==> src/rtl/lws_pkg.sv <==
// Shared types for the layer wavefront scheduler.
// Assumes at most one sample is outstanding per stage, so an 8-bit
// modular index is enough to order neighbouring stages.
package lws_pkg;
    localparam int IDX_W = 8;
    typedef logic [IDX_W-1:0] sidx_t;
endpackage

==> src/rtl/lws_stage_track.sv <==
// Per-stage bookkeeping: busy flag, count of samples issued (equal to the
// index of the next sample) and count of samples finished (one past the
// index of the last finished sample). Assumes start and done never
// coincide for one stage and that done arrives only while busy.
module lws_stage_track
    import lws_pkg::*;
(
    input  logic  clk,
    input  logic  rst_n,
    input  logic  start_i,
    input  logic  done_i,
    output logic  busy_o,
    output sidx_t next_o,
    output sidx_t fin_o
);
    // Track occupancy and both modular counts of this stage.
    always_ff @(posedge clk) begin
        if (!rst_n) begin
            busy_o <= 1'b0;
            next_o <= '0;
            fin_o  <= '0;
        end else if (start_i) begin
            busy_o <= 1'b1;
            next_o <= next_o + 1'b1;
        end else if (done_i) begin
            busy_o <= 1'b0;
            fin_o  <= fin_o + 1'b1;
        end
    end
endmodule

==> src/rtl/lws_dep_check.sv <==
// Eligibility of one stage. The chain rule compares the upstream finished
// count with this stage's next index (the difference is 0 or 1). The buffer
// rule needs the downstream finished count to equal the next index. The
// entry stage takes its chain condition from the external valid; the last
// stage has no downstream buffer.
module lws_dep_check
    import lws_pkg::*;
#(
    parameter bit HAS_UP = 1'b1,
    parameter bit HAS_DN = 1'b1
) (
    input  logic  busy_i,
    input  sidx_t next_i,
    input  sidx_t up_fin_i,
    input  sidx_t dn_fin_i,
    input  logic  ext_ok_i,
    output logic  free_o,
    output logic  fire_o
);
    logic chain_ok;
    logic buf_ok;

    // Combine the data-ready rule and the single-buffer rule.
    always_comb begin
        chain_ok = HAS_UP ? (up_fin_i != next_i) : ext_ok_i;
        buf_ok   = HAS_DN ? (dn_fin_i == next_i) : 1'b1;
        free_o   = !busy_i && buf_ok;
        fire_o   = free_o && chain_ok;
    end
endmodule

==> src/rtl/layer_wave_sched.sv <==
// Layer wavefront scheduler top. One tracker and one dependency check per
// stage; all eligible stages start together in the same cycle. Start
// pulses are combinational from registered state and in_valid_i, so a
// stage starts the cycle after the completion that enables it.
module layer_wave_sched
    import lws_pkg::*;
#(
    parameter  int NUM_LAYERS = 3,
    localparam int NUM_STAGES = NUM_LAYERS + 2
) (
    input  logic                          clk,
    input  logic                          rst_n,
    input  logic                          in_valid_i,
    output logic                          in_ready_o,
    input  logic [NUM_STAGES-1:0]         done_i,
    output logic [NUM_STAGES-1:0]         start_o,
    output logic [NUM_STAGES*IDX_W-1:0]   start_idx_o
);
    logic  [NUM_STAGES-1:0] busy;
    logic  [NUM_STAGES-1:0] free;
    logic  [NUM_STAGES-1:0] fire;
    sidx_t                  nxt [NUM_STAGES];
    sidx_t                  fin [NUM_STAGES];

    for (genvar j = 0; j < NUM_STAGES; j++) begin : g_stage
        localparam int UPJ = (j == 0) ? 0 : j - 1;
        localparam int DNJ = (j == NUM_STAGES - 1) ? j : j + 1;

        lws_stage_track u_track (
            .clk     (clk),
            .rst_n   (rst_n),
            .start_i (fire[j]),
            .done_i  (done_i[j]),
            .busy_o  (busy[j]),
            .next_o  (nxt[j]),
            .fin_o   (fin[j])
        );

        lws_dep_check #(
            .HAS_UP (j != 0),
            .HAS_DN (j != NUM_STAGES - 1)
        ) u_dep (
            .busy_i   (busy[j]),
            .next_i   (nxt[j]),
            .up_fin_i (fin[UPJ]),
            .dn_fin_i (fin[DNJ]),
            .ext_ok_i ((j == 0) ? in_valid_i : 1'b0),
            .free_o   (free[j]),
            .fire_o   (fire[j])
        );

        // Present the tag of the sample being started on this lane.
        assign start_idx_o[j*IDX_W +: IDX_W] = nxt[j];
    end

    // Entry handshake and start pulses.
    assign in_ready_o = free[0];
    assign start_o    = fire;
endmodule

==> config.mk <==
export PLATFORM = sky130hd
export DESIGN_NAME = layer_wave_sched
export DESIGN_NICKNAME = d
export VERILOG_FILES = /design/src/rtl/lws_pkg.sv /design/src/rtl/lws_stage_track.sv /design/src/rtl/lws_dep_check.sv /design/src/rtl/layer_wave_sched.sv
export SDC_FILE = /design/constraint.sdc
export NUM_CORES = 1
export LEC_CHECK = 0
export ABC_AREA = 1
export CAP_MARGIN = 30
export CORE_AREA = 5 5 91 114
export CTS_CLUSTER_SIZE = 40
export DETAILED_ROUTE_END_ITERATION = 7
export DIE_AREA = 0 0 96 119
export HOLD_SLACK_MARGIN = 0.15
export PLACE_DENSITY_LB_ADDON = 0.25
export SYNTH_ARGS = -nofsm -noshare
export SYNTH_HDL_FRONTEND = slang
export SYNTH_HIERARCHICAL = 1
export SYNTH_SLANG_ARGS = --single-unit
==> constraint.sdc <==
create_clock -name clk -period 2.3 [get_ports clk]
set_clock_uncertainty 0.15 [all_clocks]
set_input_delay 0.46 -clock clk [delete_from_list [all_inputs] [get_ports clk]]
set_output_delay 0.46 -clock clk [all_outputs]
set_load 0.02 [all_outputs]
# Yosys cells after proc, flatten, opt, wreduce, memory -nomap -nowiden
# Cells that the tools add are included.
# word_totals
in_bits	8
output_inout_bits	46
regBits	85
# classes
add_sub_neg	10
bitwise	5
eq_ne	8
n_mux	10
reduce_logical	24
# op_table
cell	n
$add 8x1->8 const B	10
$eq 8x8->1	4
$ne 8x8->1	4
$mux 1	10
$reduce_and 2->1	5
$reduce_bool 2->1	5
$logic_and 1x1->1	9
$logic_not 1->1	5
$not 1->1	5

# Logic depth before layout (Yosys ltp)
# depth
depth_word	5
ltp_mapped	15
mapped_depth_nobuf	15

# Modules after synthesis
# Netlist, hierarchy kept.
# by_module_without_submodules
module	area_each_um2	instances	seq_area_each_um2	cells_each
lws_stage_track	760.7	5	340.3	106
lws_dep_check (g_stage[1].u_dep ...)	300.3	3	0.0	66
lws_dep_check (g_stage[4].u_dep)	176.4	1	0.0	47
lws_dep_check (g_stage[0].u_dep)	161.4	1	0.0	38
layer_wave_sched	3.8	1	0.0	1

# Worst setup path after synthesis
# Ideal clock, no wire load.
# synth_timing
path_kind	reg-to-reg
from	register g_stage[0].u_track.next_o[1]
to	register g_stage[0].u_track.next_o[4]
required_ps	2035
path_stages_with_launch	12
slack_ps	217
synth_period_minus_slack_ps	2083
arrival_ps	1817
cell_sequence	dfxtp_1 > inv_1 > nand2_1 > nand2_1 > nor2_1 > nand3_1 > nor3_2 > nand2_1 > nor2_2 > nand3_1 > nand2_1 > nor2_1
# synth_via
elab_chain_cells	3
elab_cells_between_ends	4
classes_between	add/sub (1); eq/ne (1); reduce/logical (2)
# synth_lines
item	line	text
from (decl)	lws_stage_track.sv:13	output sidx_t next_o,
from (signal assigned)	lws_stage_track.sv:24	next_o <= next_o + 1'b1;
$eq 8x8->1	lws_dep_check.sv:26	buf_ok = HAS_DN ? (dn_fin_i == next_i) : 1'b1;
$logic_and 1x1->1	lws_dep_check.sv:27	free_o = !busy_i && buf_ok;
$logic_and 1x1->1	lws_dep_check.sv:28	fire_o = free_o && chain_ok;
via start_o[0]	layer_wave_sched.sv:16	output logic [NUM_STAGES-1:0] start_o,
# The timed path passes the listed nets, and every way through them passes these cells.
# A chain may end at the register's enable or synchronous reset.

# Worst setup path after layout
# layout_timing
from	register g_stage[4].u_track.next_o[7]
to	output start_o[4]
# layout_via
elab_chain_cells	2
# layout_lines
item	line	text
from (decl)	lws_stage_track.sv:13	
from (signal assigned)	lws_stage_track.sv:24	
$ne 8x8->1	lws_dep_check.sv:25	chain_ok = HAS_UP ? (up_fin_i != next_i) : ext_ok_i;
$logic_and 1x1->1	lws_dep_check.sv:28	
to (decl)	layer_wave_sched.sv:16	
# Every way passes these cells.

==> results.sh <==
export IMPL_maxSlewHeadroom=0.765
export IMPL_drive_gt1_frac=0.134
export IMPL_die_area_mm2=0.0114
export IMPL_dieHeight_um=119
export IMPL_routedWlPerCell_um=11.0
export IMPL_yosys_warnings=6
export IMPL_finalSetupViolations=0
export IMPL_vias=4943
export IMPL_grt_max_degree=86
export IMPL_cts_buffers=9
export IMPL_power_density_mw_per_mm2=894
export IMPL_hold_viol=0
export IMPL_crit_required_ns=1.69
export IMPL_clkLatencyLatePin_ns=0.34
export IMPL_finalSetupTns_ns=0
export IMPL_finalNetCount=910
export IMPL_clkSinkCount=85
export IMPL_cp_max_fo=5
export IMPL_postSynthAreaPerCell_um2=6.21
export IMPL_fin_ws_ns=0.0840
export IMPL_clockBufferDepth=2
export IMPL_path_clk_slew_ns=0.06
export IMPL_min_period_ns=2.22
export IMPL_final_area_mm2=0.00616
export IMPL_end_kind="output port"
export IMPL_synth_area_mm2=0.00503
export IMPL_remaining_drc_errors=0
export IMPL_startpoint_type="register"
export IMPL_port_buffers=53
export IMPL_cts_tree="yes"
export IMPL_core_area_mm2=0.00908
export IMPL_place_area_mm2=0.00587
export IMPL_first_pass_iters=5
export IMPL_antenna_found_initial=0
export IMPL_syn_inst=809
export IMPL_slew_viol_final=0
export IMPL_maxCapViolations=0
export IMPL_worstMarginPinSlew_ns=0.352
export IMPL_p_total_mw=5.51
export IMPL_crit_type="register to output port"
export IMPL_rsz0062_at_grt="false"
export IMPL_die_x_um=96
export IMPL_grt_pass1_wl_mm=19.6
export IMPL_cts_root_buf="clkbuf_16"
export IMPL_status="finished clean"
export IMPL_vdd_drop_max_v=0.000677
export IMPL_clock_fmax_ghz=0.451
export IMPL_start_util=0.554
export IMPL_num_rows=39
export IMPL_grt_overflow=0
export IMPL_area_growth_pct=22.6
export IMPL_grt_use_total=0.207
export IMPL_first_global_vias=4738
export IMPL_synth_nets=827
export IMPL_io_pins=54
export IMPL_drt_initial_drc_count=243
export IMPL_finalCritPeriodShare=0.963
export IMPL_dp_cells=1004
export IMPL_final_cells=1018
export IMPL_holdWs_ns=0.354
export IMPL_crit_arrival_ns=1.61
export IMPL_dp_slack_ns=-0.104
export IMPL_postCtsHoldBufs=0
export IMPL_htreeDepth=3
export IMPL_hp_class="register to register"
export IMPL_place_gp_congestion=0.821
export IMPL_dp_hpwl_mm=7.99
export IMPL_final_util=0.679
export IMPL_n_antenna_cell=0
export IMPL_via_per_inst=4.86
export IMPL_p_leak_nw=2.83
export IMPL_routed_wl_mm=11.2
export IMPL_ant_nets=0
-- report_power, final --
group | internal [mW] | total [mW] | switching (mW)
sequential | 1.67 | 1.91 | 0.236
clock | 0.919 | 1.47 | 0.555
combinational | 0.844 | 2.13 | 1.29
-- registers in the layout (all words and copies together) (netlist names) --
signal                  flops
g_stage.u_track/fin_o      40
g_stage.u_track/busy_o      5
g_stage.u_track/next_o     40
-- repair_timing --
item,4_1_cts,5_1_grt
hold endpoints to repair,0,0
setup endpoints to repair,6,6
setup buffers,0,0
pin swaps,0,0
resized for setup,16,13
-- final cells by class --
cell class / instances / area (um^2)
clock buffers: 13 / 270
clock inverters: 1 / 30.0
fillers: 821 / 2910
inverters: 131 / 492
multi-input cells: 588 / 2810
flip-flops and latches: 85 / 1720
well taps: 123 / 154
repair buffers: 77 / 692
-- final timing paths --
kind,startpoint,to,slack (ns),depth (start not counted)
worst max-delay path,g_stage[4].u_track/next_o[7],start_o[4],0.08,8
worst min-delay path,g_stage[4].u_track/busy_o,g_stage[4].u_track/busy_o,0.35,2
worst max register to register,g_stage[3].u_track/next_o[4],g_stage[3].u_track/fin_o[7],0.31,12
worst min register to register,g_stage[4].u_track/busy_o,g_stage[4].u_track/busy_o,0.35,2
-- routing by layer --
metal,vias up,routed length [um],global-route usage
li1,2626,-,-
met4,0,111,0.0667
met5,-,0,0
met1,2225,4830,0.237
met2,84,5790,0.370
met3,8,473,0.0511
-- critical path, cell delays in order (launching register included) --
cell	delay (ns)
dfxtp_1	0.40
inv_1	0.06
nand2_1	0.05
nand2_1	0.04
nor2_1	0.14
nand2_1	0.07
nor2_1	0.12
nor2_1	0.06
dlygate4sd2_1	0.32
-- placed cells by master (no fill, tap or decap), drive strengths merged --
| master | instances |
|---|---|
| xor2 | 18 |
| clkinv | 8 |
| nand2 | 242 |
| xnor2 | 2 |
| a31oi | 5 |
| o21ai | 38 |
| nor2 | 186 |
| clkdlybuf4s50 | 46 |
| clkbuf | 18 |
| buf | 25 |
| inv | 123 |
| ha | 10 |
| bufinv | 1 |
| nand3 | 43 |
| dlygate4sd2 | 1 |
| dfxtp | 85 |
| a21oi | 43 |
| nor3 | 1 |
No activity file was read; power rests on OpenSTA's default activity.
